==> config.mk <==
export PLATFORM = sky130hd
export DESIGN_NAME = seq_moore_counter
export DESIGN_NICKNAME = d
export VERILOG_FILES = /design/src/rtl/seq_moore_pkg.sv /design/src/rtl/seq_moore_next.sv /design/src/rtl/seq_moore_reg.sv /design/src/rtl/seq_moore_decode.sv /design/src/rtl/seq_moore_counter.sv
export SDC_FILE = /design/constraint.sdc
export NUM_CORES = 1
export LEC_CHECK = 0
export ABC_CLOCK_PERIOD_IN_PS = 1700
export BUFFER_PORTS_ARGS = -buffer_cell sky130_fd_sc_hd__clkbuf_2
export CAP_MARGIN = 20
export CORE_AREA = 2 2 39 41
export DETAILED_ROUTE_END_ITERATION = 8
export DIE_AREA = 0 0 41 43
export PLACE_DENSITY = 0.3
export SYNTH_ARGS = -nofsm -noshare
export SYNTH_HDL_FRONTEND = slang
export SYNTH_SLANG_ARGS = --single-unit
==> constraint.sdc <==
create_clock -name clk -period 1.7 [get_ports clk]
set_input_delay 0.34 -clock clk [delete_from_list [all_inputs] [get_ports clk]]
set_output_delay 0.34 -clock clk [all_outputs]
set_load 0.01 [all_outputs]
==> src/rtl/seq_moore_pkg.sv <==
package seq_moore_pkg;
  localparam int unsigned PHASE_W = 3;
  localparam int unsigned VAL_W   = 2;
  localparam int unsigned SEQ_LEN = 6;
  localparam logic [PHASE_W-1:0] PHASE_START = '0;
  localparam logic [PHASE_W-1:0] PHASE_LAST  = PHASE_W'(SEQ_LEN - 1);

  typedef logic [PHASE_W-1:0] phase_t;
  typedef logic [VAL_W-1:0]   val_t;

  // Pattern value carried by each phase; spare codes give zero.
  function automatic val_t phase_value(input phase_t ph);
    val_t v;
    case (ph)
      3'd0:    v = 2'd3;
      3'd1:    v = 2'd2;
      3'd2:    v = 2'd3;
      3'd3:    v = 2'd1;
      3'd4:    v = 2'd2;
      3'd5:    v = 2'd3;
      default: v = 2'd0;
    endcase
    return v;
  endfunction
endpackage

==> src/rtl/seq_moore_next.sv <==
module seq_moore_next
  import seq_moore_pkg::*;
(
  input  phase_t phase_q,
  output phase_t phase_d
);
  logic in_range;
  logic at_last;

  always_comb begin
    in_range = (phase_q < PHASE_LAST);
    at_last  = (phase_q == PHASE_LAST);
    if (in_range)
      phase_d = phase_q + phase_t'(1);
    else if (at_last)
      phase_d = PHASE_START;
    else
      phase_d = PHASE_START;  // spare code: back to the start
  end
endmodule

==> src/rtl/seq_moore_reg.sv <==
module seq_moore_reg
  import seq_moore_pkg::*;
(
  input  logic   clk,
  input  logic   rst,
  input  phase_t phase_d,
  output phase_t phase_q
);
  always_ff @(posedge clk) begin
    if (rst) phase_q <= PHASE_START;
    else     phase_q <= phase_d;
  end

  AST_RESET_START: assert property (@(posedge clk) disable iff (1'b0)
    rst |=> (phase_q == PHASE_START));
  AST_STEP_ONE: assert property (@(posedge clk) disable iff (rst)
    (phase_q < PHASE_LAST) |-> (phase_d == phase_q + phase_t'(1)));
  AST_WRAP_START: assert property (@(posedge clk) disable iff (rst)
    (phase_q == PHASE_LAST) |-> (phase_d == PHASE_START));
  AST_SPARE_RECOVER: assert property (@(posedge clk) disable iff (rst)
    (phase_q > PHASE_LAST) |-> (phase_d == PHASE_START));
endmodule

==> src/rtl/seq_moore_decode.sv <==
module seq_moore_decode
  import seq_moore_pkg::*;
(
  input  phase_t phase_q,
  output val_t   value
);
  always_comb value = phase_value(phase_q);
endmodule

==> src/rtl/seq_moore_counter.sv <==
module seq_moore_counter
  import seq_moore_pkg::*;
(
  input  logic             clk,
  input  logic             rst,
  output logic [VAL_W-1:0] pattern_out
);
  phase_t phase_q;
  phase_t phase_d;
  val_t   value;

  seq_moore_next u_next (
    .phase_q (phase_q),
    .phase_d (phase_d)
  );

  seq_moore_reg u_state (
    .clk     (clk),
    .rst     (rst),
    .phase_d (phase_d),
    .phase_q (phase_q)
  );

  seq_moore_decode u_dec (
    .phase_q (phase_q),
    .value   (value)
  );

  assign pattern_out = value;

  AST_SPARE_ZERO: assert property (@(posedge clk) disable iff (rst)
    (phase_q > PHASE_LAST) |-> (pattern_out == '0));
  AST_SEQ_NONZERO: assert property (@(posedge clk) disable iff (rst)
    (phase_q <= PHASE_LAST) |-> (pattern_out != '0));
  AST_START_THREE: assert property (@(posedge clk) disable iff (rst)
    (phase_q == PHASE_START) |-> (pattern_out == 2'd3));
endmodule

Word level (Yosys, flattened, before mapping)
Cells that the tools add are included.
{"block": "op_classes", "n_mul": 0, "addsub": 1, "shifts": 0, "bitwise": 1, "n_mux": 1, "eq_ne": 5, "div_mod_pow": 0, "magnitude_cmp": 1, "reduce_logical": 4}
{"op": "== test 3 x 2 -> 1 bit, second input constant", "n": 2}
{"op": "== test 3 bit, second input constant", "n": 2}
{"op": "one-hot mux 2 bit (3 select lines)", "n": 1}
{"op": "OR reduction 2 bit", "n": 2}
{"op": "adder 3 x 1 -> 3 bit, second input constant", "n": 1}
{"op": "== test 3 x 1 -> 1 bit, second input constant", "n": 1}
{"op": "logical NOT 3 bit", "n": 1}
{"op": "< comparator 3 bit, second input constant", "n": 1}
{"op": "OR reduction 3 bit", "n": 1}
{"op": "inverter 1 bit", "n": 1}
{"block": "totals", "output_inout_bits": 2, "n_memories": 0, "rom_bits": 0, "inputBits": 2, "regBits": 3, "latchBits": 0, "ramBits": 0}

Depth between registers and ports, before layout
{"block": "logic_depth", "depth_word": 3, "depth_mapped": 4, "mapped_depth_nobuf": 4}

Hierarchy
A second synthesis with hierarchy kept.
{"block": "hier_totals", "cells_unflattened": 15, "hier_area_um2": 151.4}
{"module": "seq_moore_reg", "n_inst": 1, "area_per_inst_um2": 78.8, "cells_per_inst": 6}
{"module": "seq_moore_next", "n_inst": 1, "area_per_inst_um2": 45.0, "cells_per_inst": 6}
{"module": "seq_moore_decode", "n_inst": 1, "area_per_inst_um2": 27.5, "cells_per_inst": 3}

Worst setup path before layout
OpenSTA, ideal clock, no wires.
{"block": "synth_path", "path_kind": "flip-flop to output port", "from": "register u_state.phase_q[0]", "to": "output port pattern_out[0]", "t_arrival_ns": 1.287, "setup_slack_ns": 0.073, "stages_incl_launch_ff": 5, "required_time_ns": 1.360, "cell_sequence": "dfxtp_1 ha_1 ha_1 or4_1 o31a_1"}
{"block": "synth_via", "elab_chain_cells": 3, "word_cells_on_any_way": 9}
{"item": "start: declaration", "line": "seq_moore_reg.sv:7", "source": "output phase_t phase_q"}
{"item": "start signal: assignment", "line": "seq_moore_reg.sv:11", "source": "else phase_q <= phase_d;"}
{"item": "== test 3 bit, or another cell as far along"}
{"item": "OR reduction 3 bit (no line) or OR reduction 2 bit (tied branches)"}
{"item": "one-hot mux 2 bit (3 select lines) (*)", "line": "seq_moore_pkg.sv:14", "source": "case (ph)"}
{"item": "end: declaration", "line": "seq_moore_counter.sv:6", "source": "output logic [VAL_W-1:0] pattern_out"}
Every way passes the cells marked *; elsewhere a longest branch is shown, timed or not.

Worst setup path in the final report
{"block": "layout_path", "from": "register u_state.phase_q[1]", "to": "output port pattern_out[0]"}
The elaborated chain is that of the path after synthesis.

==> flow_metrics.tcl <==
set metrics [dict create \
    peakVddDrop_mv 0.264 \
    cts_tree "built" \
    final.setup.worst_slack_ps -250 \
    ios 4 \
    syn_area_um2 186 \
    clkTransAtPathRegs_ps 40 \
    initial_utilization 0.135 \
    p_leak_nw 0.149 \
    grt_pass1_wl_um 683 \
    cts_root_buffer "clkbuf_4" \
    finClkSkew_ps 1.87 \
    largest_register_ffs 3 \
    n_antenna_cell 0 \
    met2_usage 0.0813 \
    drive_above_1_share 0.545 \
    ys_ff_latch 3 \
    regMostFlops "u_state.phase_q" \
    antenna_found_initial 0 \
    cap_violations 0 \
    worstPathArrival_ps 1610 \
    ant_nets 0 \
    vias_per_cell 3.57 \
    layout_commonest_cell "buf_4" \
    crit_top_cell "ha_2" \
    clockBufferDepth 2 \
    fillers 159 \
    use_met1 0.0705 \
    worst_pin_slew_ps 171 \
    hold_buffers 0 \
    period_share 1.15 \
    vias 175 \
    max_freq_ghz 0.513 \
    whs_ps 298 \
    run_status "complete, but fails checks" \
    cp-end-kind "output pin" \
    cpMaxStageDelayCell "or4_1" \
    drtPass1Iterations 2 \
    gp_congestion 0.584 \
    critPathLaunchType "flop" \
    numPlacedInstances 44 \
    top_regs "u_state.phase_q: 3 flops" \
    slew_viol_final 0 \
    die_area_um2 1760 \
    multi_input_area_um2 120 \
    timing.rr.start "u_state.phase_q[0]" \
    syn_to_final_growth_pct 70.5 \
    grtUsageMet3 0.0314 \
    drc 0 \
    clock-sinks 3 \
    cp-startpoint "u_state.phase_q[1]" \
    rsz0062_at_grt "true" \
    overflow 0 \
    cts_buffers 3 \
    post-route-util 0.230 \
    synth.avg_cell_area_um2 10.4 \
    fin_cells 49 \
    post_drt_wl_per_cell_um 8.27 \
    htree_levels 1 \
    synth_top_area_share 0.336 \
    place_hpwl_um 298 \
    grt_max_degree 5 \
    ys_seq_area_frac 0.322 \
    required_ps 1360 \
    drt_iter0_markers 1 \
    port_buffers 3 \
    synth_warnings 0 \
    setup.worst_path.class "flop to output pin" \
    fp.dieW_um 41 \
    yosysTopAreaCell "ha_1" \
    final_cell_mix "buf_4, inv_1, ha_1, clkbuf_4, clkbuf_2" \
    routed_wl_um 405 \
    die_h_um 43 \
    period_minus_slack_ps 1950 \
    grt_pass1_vias 183 \
    finalHoldViolCount 0 \
    setup_viol 2 \
    max_stage_delay_ps 460 \
    core_area_um2 1380 \
    synth_nets 25 \
    yosysUniqueCellTypes 10 \
    seq_area_um2 65.1 \
    rows 14 \
    setup-tns-final_ps -279 \
    track_usage 0.0632 \
    max-slew-margin-rel 0.885 \
    synthTopCellsByArea "ha_1, dfxtp_1, inv_1" \
    hp-class "primary input to flop" \
    clk_latency_ps 230 \
    violations "setup timing" \
    synthCells 18 \
    grt.busiest_layer "met2" \
    cp_max_fo 4 \
    cp_cell_sequence "ha_2 > ha_2 > or4_1 > o31a_1 > clkbuf_2" \
    worstHoldStart "rst" \
    fin_nets 41 \
    p_per_area_nw_per_um2 906 \
]
[cells in the mapped netlist (all sizes together)]
cell type,instances
nor3,1
a211oi,1
dfxtp,3
nor3b,1
o31a,1
ha,5
or4,1
o21a,1
a211o,1
inv,3
[stage by stage]
step / setup slack (ps) / instance area [um^2] / total power [W]
floorplan: 72.8 / 186 / 0.000121
global placement: -58.1 / 274 / 0.000161
detailed placement: -51.3 / 274 / 0.000160
CTS: -250 / 315 / 0.000298
global route: -297 / 318 / 0.000317
finish: -250 / 318 / 0.000288
[worst paths after layout]
check             slack, ps  cells after the start                  to
setup / recovery       -250                      5      pattern_out[0]
hold / removal          300                      2  u_state.phase_q[1]
setup reg to reg        680                      4  u_state.phase_q[1]
hold reg to reg         540                      2  u_state.phase_q[0]
[metal layers]
layer  wire, um  part of all wire
met5          0                 0
met4          0                 0
met1        173              0.43
met2        207              0.51
met3         24             0.059
[where the power goes]
group	total [W]	leakage, nW	internal (W)	switching (W)
combinational	0.0000778	0.109	0.0000457	0.0000321
clock	0.000125	0.0150	0.0000880	0.0000374
sequential	0.0000846	0.0256	0.0000788	0.00000581
total	0.000288	0.149	0.000213	0.0000753
[cell type report]
| cell class | count | share of cell area |
|---|---|---|
| multi-input cells | 12 | 0.378 |
| repair buffers | 11 | 0.236 |
| clock buffers | 4 | 0.0827 |
| well taps | 16 | 0.0630 |
| inverters | 3 | 0.0354 |
| flip-flops and latches | 3 | 0.205 |
[worst max-delay path, delay by kind of cell (launching register included)]
| family | cells | cell delay, ps |
|---|---|---|
| flops | 1 | 340 |
| fa+ha+maj | 2 | 320 |
| buf+inv | 1 | 130 |
| compound gates | 1 | 120 |
| simple gates | 1 | 460 |
[cell families after synthesis]
family | after synthesis | synth area share
DFF | 3 | 0.322
and+or+nand+nor | 3 | 0.107
adders and majority gates | 5 | 0.336
AOI/OAI and AO/OA | 4 | 0.175
buffers and inverters | 3 | 0.0604
[what timing repair did]
item,4_1_cts,5_1_grt
buffers inserted,1,0
endpoints found under the setup margin,2,2
gates resized for setup,4,1
hold endpoints to repair,0,0
(Power assumes the default switching activity.)
